--- config.mk ---
export PLATFORM = sky130hd
export DESIGN_NAME = sgdma_engine
export DESIGN_NICKNAME = d
export VERILOG_FILES = /design/src/rtl/sgdma_pkg.sv /design/src/rtl/sgdma_wtrack.sv /design/src/rtl/sgdma_regs.sv /design/src/rtl/sgdma_ctrl.sv /design/src/rtl/sgdma_engine.sv
export SDC_FILE = /design/constraint.sdc
export NUM_CORES = 1
export LEC_CHECK = 0
export BUFFER_PORTS_ARGS = -buffer_cell sky130_fd_sc_hd__buf_2
export CAP_MARGIN = 20
export CORE_MARGIN = 5
export CORE_UTILIZATION = 55
export DETAILED_ROUTE_END_ITERATION = 6
export PLACE_DENSITY = 0.76
export SLEW_MARGIN = 10
export SYNTH_ARGS = -nofsm -noshare
export SYNTH_HDL_FRONTEND = slang
export SYNTH_SLANG_ARGS = --single-unit
export TNS_END_PERCENT = 100
--- constraint.sdc ---
create_clock -name clk -period 3.43 [get_ports clk]
set_input_delay 0.343 -clock clk [delete_from_list [all_inputs] [get_ports clk]]
set_output_delay 0.343 -clock clk [all_outputs]
set_load 0.01 [all_outputs]
--- src/rtl/sgdma_pkg.sv ---
package sgdma_pkg;

   typedef enum logic [3:0] {
      DS_IDLE, DS_FRD, DS_FWT, DS_CHK, DS_CRD,
      DS_CWT,  DS_CWR, DS_DRN, DS_SWR, DS_SWT
   } eng_state_t;

   // register byte addresses
   localparam logic [5:0] RA_CTRL = 6'h00;
   localparam logic [5:0] RA_STAT = 6'h04;
   localparam logic [5:0] RA_CUR  = 6'h08;
   localparam logic [5:0] RA_TAIL = 6'h10;

   // slot status word offset and codes
   localparam logic [5:0]  OFF_STAT  = 6'h1C;
   localparam logic [31:0] SW_OK     = 32'h8000_0000;
   localparam logic [31:0] SW_SLVERR = 32'h4000_0000;
   localparam logic [31:0] SW_INTERR = 32'h2000_0000;

endpackage

--- src/rtl/sgdma_wtrack.sv ---
module sgdma_wtrack #(
   parameter int MAX_OUT = 4
) (
   input  logic clk,
   input  logic rst_n,
   input  logic inc,
   input  logic dec,
   output logic zero,
   output logic full
);
   localparam int CW = $clog2(MAX_OUT + 1);

   if (MAX_OUT == 1) begin : g_flag
      logic busy_q;
      always_ff @(posedge clk) begin
         if (!rst_n)   busy_q <= 1'b0;
         else if (inc) busy_q <= 1'b1;
         else if (dec) busy_q <= 1'b0;
      end
      assign zero = !busy_q;
      assign full = busy_q;
   end else begin : g_count
      logic [CW-1:0] cnt_q;
      always_ff @(posedge clk) begin
         if (!rst_n) cnt_q <= '0;
         else        cnt_q <= cnt_q + CW'(inc) - CW'(dec);
      end
      assign zero = (cnt_q == '0);
      assign full = (cnt_q == CW'(MAX_OUT));
   end


   no_overflow_chk: assert property (@(posedge clk) disable iff (!rst_n)
      inc |-> !full || dec);

   no_underflow_chk: assert property (@(posedge clk) disable iff (!rst_n)
      dec |-> !zero);

endmodule

--- src/rtl/sgdma_regs.sv ---
module sgdma_regs
   import sgdma_pkg::*;
#(
   parameter int AW = 32
) (
   input  logic          clk,
   input  logic          rst_n,
   input  logic          reg_we,
   input  logic [5:0]    reg_addr,
   input  logic [31:0]   reg_wdata,
   output logic [31:0]   reg_rdata,
   input  logic          eng_idle,
   input  logic          cur_ld,
   input  logic [AW-1:0] cur_nxt,
   input  logic          err_slv_set,
   input  logic          err_int_set,
   output logic          start,
   output logic [AW-1:0] cur_ptr,
   output logic [AW-1:0] tail_ptr
);
   logic          run_q, eslv_q, eint_q;
   logic [AW-1:0] cur_q, tail_q, wr_ptr;
   logic          wr_ctrl, wr_cur, wr_tail;
   logic          unused_wbits;

   assign wr_ctrl      = reg_we && (reg_addr == RA_CTRL);
   assign wr_cur       = reg_we && (reg_addr == RA_CUR);
   assign wr_tail      = reg_we && (reg_addr == RA_TAIL);
   assign wr_ptr       = {reg_wdata[AW-1:6], 6'b0};
   assign unused_wbits = ^reg_wdata[5:2];
   assign start        = wr_tail && run_q && eng_idle && !eslv_q && !eint_q;

   always_ff @(posedge clk) begin
      if (!rst_n) begin
         run_q  <= 1'b0;
         eslv_q <= 1'b0;
         eint_q <= 1'b0;
         cur_q  <= '0;
         tail_q <= '0;
      end else begin
         if (wr_ctrl) run_q <= reg_wdata[0];
         if (wr_ctrl && reg_wdata[1]) begin
            eslv_q <= 1'b0;
            eint_q <= 1'b0;
         end
         if (err_slv_set) eslv_q <= 1'b1;
         if (err_int_set) eint_q <= 1'b1;
         if (wr_tail && eng_idle) tail_q <= wr_ptr;
         if (cur_ld)                    cur_q <= cur_nxt;
         else if (wr_cur && eng_idle)   cur_q <= wr_ptr;
      end
   end

   always_comb begin
      unique case (reg_addr)
         RA_CTRL: reg_rdata = {31'b0, run_q};
         RA_STAT: reg_rdata = {29'b0, eint_q, eslv_q, eng_idle};
         RA_CUR:  reg_rdata = 32'(cur_q);
         RA_TAIL: reg_rdata = 32'(tail_q);
         default: reg_rdata = '0;
      endcase
   end

   assign cur_ptr  = cur_q;
   assign tail_ptr = tail_q;


   cur_align_chk: assert property (@(posedge clk) disable iff (!rst_n)
      cur_ld |-> cur_nxt[5:0] == 6'b0);

   start_idle_chk: assert property (@(posedge clk) disable iff (!rst_n)
      start |=> !eng_idle);

endmodule

--- src/rtl/sgdma_ctrl.sv ---
module sgdma_ctrl
   import sgdma_pkg::*;
#(
   parameter int AW    = 32,
   parameter int LEN_W = 16
) (
   input  logic          clk,
   input  logic          rst_n,
   input  logic          start,
   input  logic [AW-1:0] cur_ptr,
   input  logic [AW-1:0] tail_ptr,
   output logic          m_req,
   output logic          m_we,
   output logic [AW-1:0] m_addr,
   output logic [31:0]   m_wdata,
   input  logic          m_ready,
   input  logic          m_rvalid,
   input  logic [31:0]   m_rdata,
   input  logic          m_rerr,
   input  logic          m_bvalid,
   input  logic          m_berr,
   input  logic          w_zero,
   input  logic          w_full,
   output logic          w_inc,
   output logic          cur_ld,
   output logic [AW-1:0] cur_nxt,
   output logic          err_slv_set,
   output logic          err_int_set,
   output logic          idle,
   output logic          done
);
   localparam int WN = LEN_W - 2;

   eng_state_t     st;
   logic [1:0]     fidx;
   logic [AW-1:0]  nxt_q, src_q, dst_q;
   logic [LEN_W-1:0] ctl_q;
   logic [WN-1:0]  left_q;
   logic [31:0]    data_q, stat_word;
   logic           d_slv, d_int, done_q, accept, swt_end;

   assign stat_word = d_slv ? SW_SLVERR : d_int ? SW_INTERR : (SW_OK | 32'(ctl_q));

   always_comb begin
      m_req   = 1'b0;
      m_we    = 1'b0;
      m_addr  = '0;
      m_wdata = '0;
      unique case (st)
         DS_FRD: begin
            m_req  = 1'b1;
            m_addr = cur_ptr | AW'({fidx, 3'b000});
         end
         DS_CRD: begin
            m_req  = 1'b1;
            m_addr = src_q;
         end
         DS_CWR: begin
            m_req   = !w_full;
            m_we    = 1'b1;
            m_addr  = dst_q;
            m_wdata = data_q;
         end
         DS_SWR: begin
            m_req   = !w_full;
            m_we    = 1'b1;
            m_addr  = cur_ptr | AW'(OFF_STAT);
            m_wdata = stat_word;
         end
         default: ;
      endcase
   end

   assign accept      = m_req && m_ready;
   assign w_inc       = accept && m_we;
   assign swt_end     = (st == DS_SWT) && w_zero;
   assign cur_ld      = swt_end && !d_slv && !d_int;
   assign cur_nxt     = nxt_q;
   assign err_slv_set = ((st == DS_FWT) && m_rvalid && m_rerr) || (swt_end && d_slv);
   assign err_int_set = swt_end && d_int;
   assign idle        = (st == DS_IDLE);
   assign done        = done_q;

   always_ff @(posedge clk) begin
      if (!rst_n) begin
         st     <= DS_IDLE;
         fidx   <= '0;
         nxt_q  <= '0;
         src_q  <= '0;
         dst_q  <= '0;
         ctl_q  <= '0;
         left_q <= '0;
         data_q <= '0;
         d_slv  <= 1'b0;
         d_int  <= 1'b0;
         done_q <= 1'b0;
      end else begin
         done_q <= 1'b0;
         unique case (st)
            DS_IDLE: if (start) begin
               st    <= DS_FRD;
               fidx  <= '0;
               d_slv <= 1'b0;
               d_int <= 1'b0;
            end
            DS_FRD: if (m_ready) st <= DS_FWT;
            DS_FWT: if (m_rvalid) begin
               if (m_rerr) st <= DS_IDLE;
               else begin
                  unique case (fidx)
                     2'd0: nxt_q <= {m_rdata[AW-1:6], 6'b0};
                     2'd1: src_q <= m_rdata[AW-1:0];
                     2'd2: dst_q <= m_rdata[AW-1:0];
                     default: ctl_q <= m_rdata[LEN_W-1:0];
                  endcase
                  fidx <= fidx + 2'd1;
                  st   <= (fidx == 2'd3) ? DS_CHK : DS_FRD;
               end
            end
            DS_CHK: begin
               if (ctl_q[1:0] != 2'b00) begin
                  d_int <= 1'b1;
                  st    <= DS_DRN;
               end else if (ctl_q[LEN_W-1:2] == '0) begin
                  st <= DS_DRN;
               end else begin
                  left_q <= ctl_q[LEN_W-1:2];
                  st     <= DS_CRD;
               end
            end
            DS_CRD: if (m_ready) st <= DS_CWT;
            DS_CWT: if (m_rvalid) begin
               if (m_rerr) begin
                  d_slv <= 1'b1;
                  st    <= DS_DRN;
               end else begin
                  data_q <= m_rdata;
                  st     <= DS_CWR;
               end
            end
            DS_CWR: if (accept) begin
               src_q  <= src_q + AW'(4);
               dst_q  <= dst_q + AW'(4);
               left_q <= left_q - WN'(1);
               st     <= (left_q == WN'(1) || d_slv) ? DS_DRN : DS_CRD;
            end
            DS_DRN: if (w_zero) st <= DS_SWR;
            DS_SWR: if (accept) st <= DS_SWT;
            DS_SWT: if (w_zero) begin
               if (d_slv || d_int) st <= DS_IDLE;
               else if (cur_ptr == tail_ptr) begin
                  st     <= DS_IDLE;
                  done_q <= 1'b1;
               end else begin
                  st    <= DS_FRD;
                  fidx  <= '0;
                  d_slv <= 1'b0;
                  d_int <= 1'b0;
               end
            end
            default: st <= DS_IDLE;
         endcase
         if (m_bvalid && m_berr) d_slv <= 1'b1;
      end
   end


   fetch_barrier_chk: assert property (@(posedge clk) disable iff (!rst_n)
      (accept && (st == DS_FRD) && (fidx == 2'd0)) |-> w_zero);

   stat_after_drain_chk: assert property (@(posedge clk) disable iff (!rst_n)
      (accept && (st == DS_SWR)) |-> w_zero);

   req_hold_chk: assert property (@(posedge clk) disable iff (!rst_n)
      (m_req && !m_ready) |=> m_req && $stable(m_addr) && $stable(m_we) && $stable(m_wdata));

   done_idle_chk: assert property (@(posedge clk) disable iff (!rst_n)
      done |-> idle && !$past(idle));

endmodule

--- src/rtl/sgdma_engine.sv ---
module sgdma_engine #(
   parameter int AW      = 32,
   parameter int LEN_W   = 16,
   parameter int MAX_OUT = 4
) (
   input  logic          clk,
   input  logic          rst_n,
   input  logic          reg_we,
   input  logic [5:0]    reg_addr,
   input  logic [31:0]   reg_wdata,
   output logic [31:0]   reg_rdata,
   output logic          m_req,
   output logic          m_we,
   output logic [AW-1:0] m_addr,
   output logic [31:0]   m_wdata,
   input  logic          m_ready,
   input  logic          m_rvalid,
   input  logic [31:0]   m_rdata,
   input  logic          m_rerr,
   input  logic          m_bvalid,
   input  logic          m_berr,
   output logic          idle,
   output logic          done
);
   if (AW < 8 || AW > 32) begin : g_bad_aw
      $error("sgdma_engine: AW must lie in 8..32");
   end
   if (LEN_W < 13 || LEN_W > 31) begin : g_bad_len
      $error("sgdma_engine: LEN_W must lie in 13..31");
   end
   if (MAX_OUT < 1) begin : g_bad_out
      $error("sgdma_engine: MAX_OUT must be at least 1");
   end

   logic          start, cur_ld, err_slv_set, err_int_set;
   logic          w_zero, w_full, w_inc;
   logic [AW-1:0] cur_ptr, tail_ptr, cur_nxt;

   sgdma_regs #(.AW(AW)) u_regs (
      .clk(clk), .rst_n(rst_n),
      .reg_we(reg_we), .reg_addr(reg_addr), .reg_wdata(reg_wdata), .reg_rdata(reg_rdata),
      .eng_idle(idle), .cur_ld(cur_ld), .cur_nxt(cur_nxt),
      .err_slv_set(err_slv_set), .err_int_set(err_int_set),
      .start(start), .cur_ptr(cur_ptr), .tail_ptr(tail_ptr)
   );

   sgdma_wtrack #(.MAX_OUT(MAX_OUT)) u_wtrack (
      .clk(clk), .rst_n(rst_n),
      .inc(w_inc), .dec(m_bvalid), .zero(w_zero), .full(w_full)
   );

   sgdma_ctrl #(.AW(AW), .LEN_W(LEN_W)) u_ctrl (
      .clk(clk), .rst_n(rst_n), .start(start),
      .cur_ptr(cur_ptr), .tail_ptr(tail_ptr),
      .m_req(m_req), .m_we(m_we), .m_addr(m_addr), .m_wdata(m_wdata),
      .m_ready(m_ready), .m_rvalid(m_rvalid), .m_rdata(m_rdata), .m_rerr(m_rerr),
      .m_bvalid(m_bvalid), .m_berr(m_berr),
      .w_zero(w_zero), .w_full(w_full), .w_inc(w_inc),
      .cur_ld(cur_ld), .cur_nxt(cur_nxt),
      .err_slv_set(err_slv_set), .err_int_set(err_int_set),
      .idle(idle), .done(done)
   );

endmodule

* Word-level counts from Yosys, hierarchy flattened
Cells that the tools add are included.
** Cells by class
- Bitwise gates (word level) :: 6
- Mux-type cells :: 62
- Reduce and logical (&&, ||, !) cells :: 56
- $add $sub $neg :: 6
- Equality and inequality tests :: 41
** Operators with widths (number)
- two-way mux 32 bit :: 12
- case mux 32 bit (4 select lines) :: 2
- case mux 32 bit (2 select lines) :: 3
- adder 32 x 3 -> 32 bit, second input constant :: 2
- two-way mux 4 bit :: 12
- two-way mux 14 bit :: 3
- case mux 4 bit (10 select lines) :: 1
- equality test 32 bit :: 1
- OR 32 x 5 -> 32 bit :: 1
- case mux 14 bit (2 select lines) :: 1
- != test 2 bit, second input constant :: 12
- logical AND 1 bit :: 20
- two-way mux 2 bit :: 9
- equality test 4 x 3 -> 1 bit, second input constant :: 4
- two-way mux 1 bit :: 15
- equality test 14 x 1 -> 1 bit, second input constant :: 1
- logical NOT 14 bit :: 1
- AND reduction 7 bit :: 2
- subtractor 14 x 1 -> 14 bit, second input constant :: 1
- != test 3 x 2 -> 1 bit, second input constant :: 4
- AND reduction 4 bit :: 3
- nonzero test 2 bit :: 6
- != test 2 x 1 -> 1 bit, second input constant :: 5
- AND reduction 5 bit :: 2
- 31 further kinds :: 48
** Storage, ports and cells
- Bits of input ports :: 78
- Output and inout bits :: 100
- Logic and storage cells :: 188
- Register bits :: 225

* Logic depth before layout (Yosys ltp)
Gate-level depths: netlist (run 1).
- Depth after elaboration :: 9
- Mapped depth :: 14
- Depth with buffers taken out :: 12

* By module
From an unflattened synthesis (run 1), not the netlist that was laid out.
** Second synthesis, totals
- Cell total of the unflattened synthesis :: 1636
- Area, all modules :: 12921.1 um2
** By module, submodules not included
- sgdma_ctrl :: times used 1, area an instance 9620.5 um2, cells each 1253, sequential area each 3223.1 um2
- sgdma_regs :: times used 1, area an instance 3128.0 um2, cells each 368, sequential area each 1221.2 um2
- sgdma_wtrack :: times used 1, area an instance 172.7 um2, cells each 15, sequential area each 60.1 um2

* Worst setup path after synthesis (run 1)
Ideal clock, no wire load.
- Path type :: reg-to-reg
- Start point :: register u_ctrl.st[1]
- End point :: register u_wtrack.g_count.cnt_q[2]
- Setup slack :: 0.739 ns
- Stages on the path, launching flop included :: 15
- Library setup time :: 0.128 ns
- Data arrival time :: 2.563 ns
- Data required time :: 3.302 ns
- Period minus slack after synthesis :: 2.691 ns
- Buffers on the path :: 2
- Path through :: dfxtp_1 buf_2 buf_2 nor3_1 nand3_1 o21ai_0 nand3_1 ha_1 inv_1 ha_1 inv_1 fa_1 xor2_1 xnor2_1 nor2_1
** Between the ends
- Cells in the longest elaborated chain, start to end :: 7
- Elaborated cells on any way between the ends :: 12
- Those cells by class :: 2 x add/sub; 4 x eq/ne; 2 x mux; 4 x reduce/logical
** RTL lines
- from (decl) :: line sgdma_ctrl.sv:34 : eng_state_t st;
- from (signal assigned) :: line sgdma_ctrl.sv:117 : st <= (fidx == 2'd3) ? DS_CHK : DS_FRD;
- from (signal assigned) :: line sgdma_ctrl.sv:145 : st <= (left_q == WN'(1) || d_slv) ? DS_DRN : DS_CRD;
- equality test 4 x 3 -> 1 bit (tied with other cells) :: line sgdma_ctrl.sv:49 : unique case (st)
- OR reduction 2 bit (no line)
- case mux 1 bit (2 select lines) (*) :: line sgdma_ctrl.sv:49
- via m_req :: line sgdma_engine.sv:12 : output logic m_req,
- logical AND 1 bit (*) :: line sgdma_ctrl.sv:74 : assign accept = m_req && m_ready;
- logical AND 1 bit (*) :: line sgdma_ctrl.sv:75 : assign w_inc = accept && m_we;
- adder 3 x 1 -> 3 bit (*) :: line sgdma_wtrack.sv:26 : else cnt_q <= cnt_q + CW'(inc) - CW'(dec);
- subtractor 3 x 1 -> 3 bit (*) :: line sgdma_wtrack.sv:26
- to (signal assigned) :: line sgdma_wtrack.sv:26
- to (decl) :: line sgdma_wtrack.sv:23 : logic [CW-1:0] cnt_q;
The timed path passes the listed nets; every way through them passes the cells marked *.
A chain may end at the register's enable or synchronous reset.

* Worst setup path in the final report (run 1)
- Start point :: register u_ctrl.st[2]
- End point :: output port m_addr[31]
** Between the ends
- Cells in the longest elaborated chain, start to end :: 2
- Elaborated cells on any way between the ends :: 5
- Those cells by class :: 4 x eq/ne; 1 x mux
** RTL lines
- equality test 4 bit (tied with other cells) :: line sgdma_ctrl.sv:49
- case mux 32 bit (4 select lines) (*) :: line sgdma_ctrl.sv:49
- to (decl) :: line sgdma_engine.sv:14 : output logic [AW-1:0] m_addr,
Every way passes the cells marked *; elsewhere a longest branch is shown, timed or not.

==> results of run 1 <==
## per-layer routing
metal  vias up  part of all wire (%)
li1       5846                     -
met1      5844                    40
met2       656                    46
met3       124                   8.7
met4         0                   5.3
met5         -                     0
## power groups by stage
stage          Combinational, µW  Sequential, µW  Clock [µW]
2_1_floorplan                729            2720           0
3_3_place_gp                1040            2780           0
3_5_place_dp                1050            2780           0
4_1_cts                     1060            2730        2580
5_1_grt                     1180            2740        2690
6_report                    1070            2730        2550
## per-stage QoR
stage	instance area [µm²]	setup slack (ns)	total power, µW
floorplan	11900	0.739	3450
global placement	12900	0.745	3820
detailed placement	12900	0.724	3830
CTS	13600	0.272	6370
global route	13600	0.117	6610
finish	13600	0.253	6350
## synthesized netlist by cell type (5+ instances only)
cell type	count
a22o_1	47
a222oi_1	25
a41oi_1	5
o41ai_1	5
or3_1	10
inv_1	41
ha_1	10
buf_2	22
nor4_1	15
or4_1	5
nand2_1	281
nand3_1	54
dfxtp_1	219
nand4_1	20
o22ai_1	9
and4_1	5
and3_1	21
mux2i_1	35
and2_1	20
o21ai_0	69
a211oi_1	33
a22oi_1	12
buf_1	8
nor3_1	24
o211ai_1	14
clkbuf_1	100
a21oi_1	171
o221a_2	5
nor3b_1	7
nand3b_1	7
a21o_1	9
xor2_1	27
a31oi_1	24
o31ai_1	10
nor2_1	116
o21a_1	7
nand2b_1	7
## kinds of logic after synthesis
group                    after synthesis  share of synthesized area, %
AO/OA/AOI/OAI                        478                          26.4
XOR/XNOR                              31                          2.28
adder cells (fa/ha/maj)               11                          1.22
buffers and inverters                177                          6.05
flip-flops                           219                          36.7
multiplexers                          37                          3.13
other                                  1                        0.0314
AND/OR/NAND/NOR                      616                          24.1
## state kept, by name, indices dropped and copies added (netlist names), 2 cells and up
signal,flops
u_regs.tail_ptr,26
u_ctrl.fidx,2
u_ctrl.dst_q,32
u_ctrl.cur_nxt,26
u_wtrack.g_count.cnt_q,3
u_ctrl.src_q,32
u_ctrl.data_q,32
u_regs.cur_ptr,26
u_ctrl.left_q,14
u_ctrl.ctl_q,16
u_ctrl.st,4
## area by class of cell
type	count	area [µm²]	area share (%)
multi-input combinational	1176	6860	50.4
timing repair buffer	201	1110	8.14
clock buffer	35	703	5.16
clock inverter	7	63.8	0.468
sequential	219	4380	32.2
tap	275	344	2.53
inverter	41	159	1.17
## worst paths after layout
check,startpoint,endpoint,slack (ns),cells past startpoint
worst max register to register,u_ctrl.st[3],u_wtrack.g_count.cnt_q[2],0.67,12
worst max-delay path,u_ctrl.st[2],m_addr[31],0.25,7
worst min register to register,u_ctrl.data_q[16],u_ctrl.data_q[16],0.45,2
worst min-delay path,reg_wdata[0],u_regs.run_q,0.06,3
## cell usage in the layout (no fill, tap or decap), drive strengths merged, types with 5 or more instances in the layout
cell type,Yosys,layout
nand2b,7,7
xor2,27,27
a22oi,12,12
o21a,7,7
nor4,16,16
a22o,47,47
and3,22,22
a21oi,172,172
clkbuf,100,35
a31oi,24,24
nand3b,7,7
o41ai,6,6
nand3,54,54
and4,5,5
nor3,27,27
and2,20,20
o22ai,9,9
clkinv,0,5
nand4,20,20
nor3b,8,8
ha,10,10
or4,5,5
o31ai,10,10
a222oi,25,25
buf,36,201
or3,11,11
inv,41,42
mux2i,35,35
a21o,9,9
o211ai,14,14
o21ai,69,69
nand2,281,281
a211oi,33,33
a41oi,5,5
dfxtp,219,219
nor2,116,116
o221a,5,5
## tightest hold or removal path: cells and delay by family
kind | cells | cell delay [ns]
buf+inv | 1 | 0.08
mux | 1 | 0.06
simple gates | 1 | 0.07
==> results.toml, run 1 <==
[worst_setup_path]
required_ns = 3.09
critPathMaxFanout = 48
path_cells = "buf_4 -> and4bb_4 -> buf_4 -> and2_1 -> a221oi_1 -> inv_1 -> buf_2"
cp_common_cell = "buf_4"
cp_num_buf_inv = 4
worst_ep_arrival_time_ns = 2.83
endpoint_kind = "primary output"
cpMaxStageDelayCell = "dfxtp_1"
cp-start-kind = "flip-flop"
criticalPathCategory = "flip-flop to primary output"
slowest_delay_ns = 0.58
crit_family = "buffers and inverters"

[sta]
period_minus_slack_ns = 3.18
finalMaxSlewViolations = 0
fmax_mhz = 315
fin_hold_ws_ns = 0.0585
setup_tns_ns = 0
slew_headroom_pct = 29.0
clock-skew-final_ns = 0.0129
setup_violations = 0
final-hold-violation-count = 0
period_share_pct = 92.6
rsz0062_at_grt = "no"
worst_pin_slew_ns = 1.06

[clocking]
cts-hold-fix-buffers = 0
clock_latency_ns = 0.53
ctsResizeCount = 0
clock-root-buffer = "clkbuf_16"
cts.sinks = 219
clkSlewWorstSetupHoldPaths_ns = 0.06
cts_buffer_depth = 3
cts_max_level = 1
cts_made_buffers = 25
cts_setup_buffers = 0
cts_tree = "yes"

[die]
die_x_um = 157
io_pins = 178
dieArea_mm2 = 0.0247
start_util_pct = 56.2
fp.dieH_um = 157
fp-row-count = 53
core_mm2 = 0.0212

[layout]
diodes = 0
instances_no_fill = 1954
area_delta_synth_final_pct = 14.2
layout.nets = 1753
nFillCells = 1930
fin_util_pct = 64.2
drive_above_1_share_pct = 16.0

[global_route]
grt_use_met3_pct = 4.04
use_met1_pct = 40.6
grt_pass1_wl_mm = 61.9
met2_usage_pct = 49.8
grtUsageTotal_pct = 30.8
antenna_found_initial = 0
grt_pass1_vias = 11759
busiest_layer = "met2"
grt_overflow = 0
grt_max_degree = 106

[power]
p_int_uw = 4490
peakVddDrop_uv = 332
power_frac_clock_pct = 40.2
p_leak_uw = 0.00567
p_comb_share_pct = 16.9
p_seq_share_pct = 42.9
switchingPower_uw = 1870
swShare_pct = 29.4
powerDensity_mw_per_mm2 = 466

[logic_synthesis]
synth-async-reset-ratio_pct = 0
synth_ff_type = "dfxtp_1"
yosys.area.top_type_share_pct = 36.7
yosysSeqAreaShare_pct = 36.7
yosysTopAreaCell = "dfxtp_1"
ys_seq_elements = 219
synthTopCellsByArea = "dfxtp_1, nand2_1, a21oi_1, nor2_1, a22o_1"
syn-cell-area_mm2 = 0.0119
synth_edf_count = 0
synth_cell_types = 76
avgSynthCellArea_um2 = 7.60
synthCells = 1570
yosysWarnings = 0

[place]
place_congestion = 0.944
place_hpwl_mm = 27.0
numPortBuffers = 170
placed_cells = 1912

[hold_path]
hp-class = "input port to flip-flop"

[detailed_routing]
wirelength_mm = 39.5
drt-wirelength-per-cell_um = 20.2
antenna_left = 0
first_pass_iters = 6
via_per_inst = 6.38
drc_errors = 0
first_iter_violations = 1463
vias = 12470

[flow_run]
maxCapViolations = 0

[run_status]
status = "complete, no violations"
Note: power is estimated with default switching activity, not from simulation.
==> run 2, diff against run 1 <==
==> constraint.sdc (replaced) <==
create_clock -name clk -period 3.43 [get_ports clk]
set_input_delay 0.686 -clock clk [delete_from_list [all_inputs] [get_ports clk]]
set_output_delay 0.686 -clock clk [all_outputs]
set_load 0.01 [all_outputs]
==> results.toml, run 2 (synthesis gave the netlist of run 1 again) <==
[clocking]
clock-root-buffer = "clkbuf_16"
cts_max_level = 1
ctsResizeCount = 0
clock_latency_ns = 0.53
cts_setup_buffers = 0
cts_made_buffers = 25
cts_tree = "yes"
cts-hold-fix-buffers = 0
clkSlewWorstSetupHoldPaths_ns = 0.06
cts_buffer_depth = 3
cts.sinks = 219

[detailed_routing]
first_pass_iters = 7
wirelength_mm = 39.5
drt-wirelength-per-cell_um = 20.1
antenna_left = 0
vias = 12477
first_iter_violations = 1517
via_per_inst = 6.36
drc_errors = 12

[sta]
finalMaxSlewViolations = 0
final-hold-violation-count = 0
period_minus_slack_ns = 3.30
setup_tns_ns = 0
period_share_pct = 96.3
slew_headroom_pct = 24.5
fmax_mhz = 303
fin_hold_ws_ns = 0.406
setup_violations = 0
finalWorstSetupSlack_ns = 0.128
clock-skew-final_ns = 0.0142
rsz0062_at_grt = "no"
worst_pin_slew_ns = 1.13

[power]
p_leak_uw = 0.00572
powerDensity_mw_per_mm2 = 474
peakVddDrop_uv = 424

[worst_setup_path]
cpMaxStageDelayCell = "and4bb_4"
criticalPathCategory = "flip-flop to primary output"
path_cells = "buf_4 -> and4bb_4 -> buf_4 -> a22o_1 -> buf_2"
worst_ep_arrival_time_ns = 2.62
cp-start-kind = "flip-flop"
required_ns = 2.74
slowest_delay_ns = 0.50
endpoint_kind = "primary output"
cp_common_cell = "buf_4"
critPathMaxFanout = 34

[layout]
final_cell_mix = "nand2_1, dfxtp_1, a21oi_1, buf_2, nor2_1"
drive_above_1_share_pct = 16.4
instances_no_fill = 1963
layout.nets = 1758
fin_area_mm2 = 0.0137
reg_top3 = "u_ctrl.data_q (32), u_ctrl.dst_q (32), u_ctrl.src_q (32)"
diodes = 0
nFillCells = 1889
final_common_cell = "nand2_1"
area_delta_synth_final_pct = 15.2

[run_status]
violations = "design-rule violations"
status = "complete, but fails checks"

[die]
fp.dieH_um = 157
die_x_um = 157
dieArea_mm2 = 0.0247
io_pins = 178
core_mm2 = 0.0212
fp-row-count = 53
start_util_pct = 56.2

[global_route]
antenna_found_initial = 1
grt_pass1_wl_mm = 61.9
grt_max_degree = 77
grt_overflow = 0
grt_pass1_vias = 11673
grtUsageTotal_pct = 30.8

[place]
placed_cells = 1917
place_hpwl_mm = 27.7
dpl-instance-area_mm2 = 0.0129
numPortBuffers = 170
post-place-ws_ns = 0.484
place_congestion = 0.973

[hold_path]
hp-class = "input port to flip-flop"

[flow_run]
maxCapViolations = 0
[run 2: layer usage]
layer	vias up	part of all wire, %	track usage [%]
met4	0	5.4	14.5
met1	5866	40	40.2
li1	5873	-	-
met3	122	9.6	4.62
met5	-	0	0
met2	616	45	50.2
[run 2: worst paths after layout]
kind	start	endpoint	slack (ns)	cells past startpoint
hold / removal	reg_wdata[0]	u_regs.run_q	0.41	3
setup reg to reg	u_ctrl.st[1]	u_wtrack.g_count.cnt_q[2]	0.55	13
hold reg to reg	u_ctrl.data_q[27]	u_ctrl.data_q[27]	0.45	2
setup / recovery	u_ctrl.st[1]	m_wdata[12]	0.13	5
[run 2: cell type report]
class / count / area [µm²] / area share (%)
multi-input combinational: 1176 / 6860 / 49.9
sequential: 219 / 4380 / 31.9
timing repair buffer: 206 / 1160 / 8.43
clock buffer: 35 / 693 / 5.04
tap: 275 / 344 / 2.50
inverter: 41 / 159 / 1.16
clock inverter: 11 / 143 / 1.04
[run 2: power breakdown]
| group | internal [µW] | switching [µW] | total (µW) |
|---|---|---|---|
| clock | 1640 | 1090 | 2730 |
| sequential | 2620 | 108 | 2720 |
| combinational | 367 | 695 | 1060 |
[run 2: metrics by stage]
stage / utilization, % / total power, µW
after floorplan: - / 3450
after global placement: 60.8 / 3800
after detailed placement: 60.8 / 3810
after CTS: 64.8 / 6510
after global routing: 64.8 / 6740
final: 64.8 / 6520
[run 2: worst max-delay path: cells and delay by family (launching register included)]
family / cells / cell delay [ns]
compound gates: 1 / 0.24
buf+inv: 3 / 0.85
flops: 1 / 0.47
simple gates: 1 / 0.50
==> run 3, diff against run 2 <==
==> constraint.sdc (replaced) <==
create_clock -name clk -period 3.9 [get_ports clk]
set_input_delay 0.78 -clock clk [delete_from_list [all_inputs] [get_ports clk]]
set_output_delay 0.78 -clock clk [all_outputs]
set_load 0.01 [all_outputs]
==> results.toml, run 3 (synthesis gave the netlist of run 1 again) <==
[detailed_routing]
wirelength_mm = 39.2
vias = 12501
antenna_left = 0
first_pass_iters = 7
via_per_inst = 6.38
drt-wirelength-per-cell_um = 20.0
drc_errors = 5
first_iter_violations = 1601

[clocking]
cts_made_buffers = 25
clkSlewWorstSetupHoldPaths_ns = 0.06
cts.sinks = 219
cts_tree = "yes"
cts-hold-fix-buffers = 0
cts_setup_buffers = 0
clock-root-buffer = "clkbuf_16"
clock_latency_ns = 0.53
cts_buffer_depth = 3
cts_max_level = 1
ctsResizeCount = 0

[hold_path]
hold_end = "u_ctrl.data_q[17]"
whs_path_depth = 2
min_from = "u_ctrl.data_q[17]"
hp-class = "flip-flop to flip-flop"

[run_status]
status = "complete, but fails checks"
violations = "design-rule violations"

[place]
place_congestion = 0.930
dpl-instance-area_mm2 = 0.0129
place_hpwl_mm = 27.0
numPortBuffers = 170
placed_cells = 1913

[worst_setup_path]
critPathMaxFanout = 26
required_ns = 3.12
endpoint_kind = "primary output"
reg2reg_slack_ns = 0.86
cp-start-kind = "flip-flop"
rr_endpoint = "u_wtrack.g_count.cnt_q[2]"
worst_ep_arrival_time_ns = 2.84
reg2reg_from = "u_ctrl.st[1]"
reg2regPathDepth = 13
criticalPathCategory = "flip-flop to primary output"

[layout]
final_common_cell = "nand2_1"
area_delta_synth_final_pct = 15.1
reg_top3 = "u_ctrl.data_q (32), u_ctrl.dst_q (32), u_ctrl.src_q (32)"
drive_above_1_share_pct = 16.2
layout.nets = 1756
final_cell_mix = "nand2_1, dfxtp_1, a21oi_1, buf_2, nor2_1"
fin_util_pct = 64.7
multi_input_area_mm2 = 0.00686
nFillCells = 1898
instances_no_fill = 1959
area.sequential_mm2 = 0.00438
diodes = 0
fin_area_mm2 = 0.0137

[flow_run]
maxCapViolations = 0

[global_route]
grt_pass1_wl_mm = 61.3
grt_max_degree = 115
grt_pass1_vias = 11538
grt_overflow = 0
grtUsageTotal_pct = 30.4
antenna_found_initial = 0

[sta]
setup_tns_ns = 0
period_minus_slack_ns = 3.62
final-hold-violation-count = 0
fmax_mhz = 276
period_share_pct = 92.8
rsz0062_at_grt = "no"
worst_pin_slew_ns = 1.03
finalMaxSlewViolations = 0
slew_headroom_pct = 31.1
clock-skew-final_ns = 0.0181
setup_violations = 0

[power]
powerDensity_mw_per_mm2 = 412
p_leak_uw = 0.00571
peakVddDrop_uv = 271

[die]
die_x_um = 157
dieArea_mm2 = 0.0247
io_pins = 178
fp.dieH_um = 157
start_util_pct = 56.2
fp-row-count = 53
core_mm2 = 0.0212
## run 3: power breakdown
part           switching, µW  leakage, µW  internal (µW)  total (µW)
logic                    607      0.00356            315         922
registers               98.2      0.00177           2300        2400
clock network            951     0.000389           1390        2340
## run 3: area by class of cell
| cell class | instances | area share, % |
|---|---|---|
| Inverter | 41 | 1.16 |
| Multi-Input combinational cell | 1176 | 50.0 |
| Clock buffer | 36 | 5.15 |
| Tap cell | 275 | 2.51 |
| Timing Repair Buffer | 204 | 8.62 |
| Clock inverter | 8 | 0.692 |
| Sequential cell | 219 | 31.9 |
## run 3: how the worst max path moves through the flow
stage,startpoint,end,cells after the start
detailed placement,reg_addr[1],reg_rdata[16],6
CTS,u_ctrl.st[0],m_addr[16],7
finish,u_ctrl.st[0],m_addr[16],7
floorplan,reg_addr[1],reg_rdata[11],4
global route,u_ctrl.st[0],m_addr[16],7
global placement,reg_addr[1],reg_rdata[15],6
## run 3: stage by stage
stage	worst slack, ns	power [µW]	hold WS, ns
2_1_floorplan	0.908	3030	0.432
3_3_place_gp	0.795	3330	0.438
3_5_place_dp	0.802	3340	0.445
4_1_cts	0.397	5650	0.453
5_1_grt	0.205	5870	0.473
6_report	0.282	5660	0.449
## run 3: worst max-delay path, stage by stage (launching register included)
cell	delay, ns
dfxtp_1	0.77
buf_4	0.28
xnor2_1	0.14
nor3_2	0.06
buf_4	0.25
a222oi_1	0.56
inv_1	0.09
buf_2	0.16
## run 3: layer usage
metal / share of wire [%] / wire length (µm) / GRT usage (%)
met1: 40 / 15700 / 40.4
met2: 46 / 18000 / 49.6
met3: 9.5 / 3720 / 4.81
met4: 4.4 / 1730 / 12.2
met5: 0 / 0 / 0
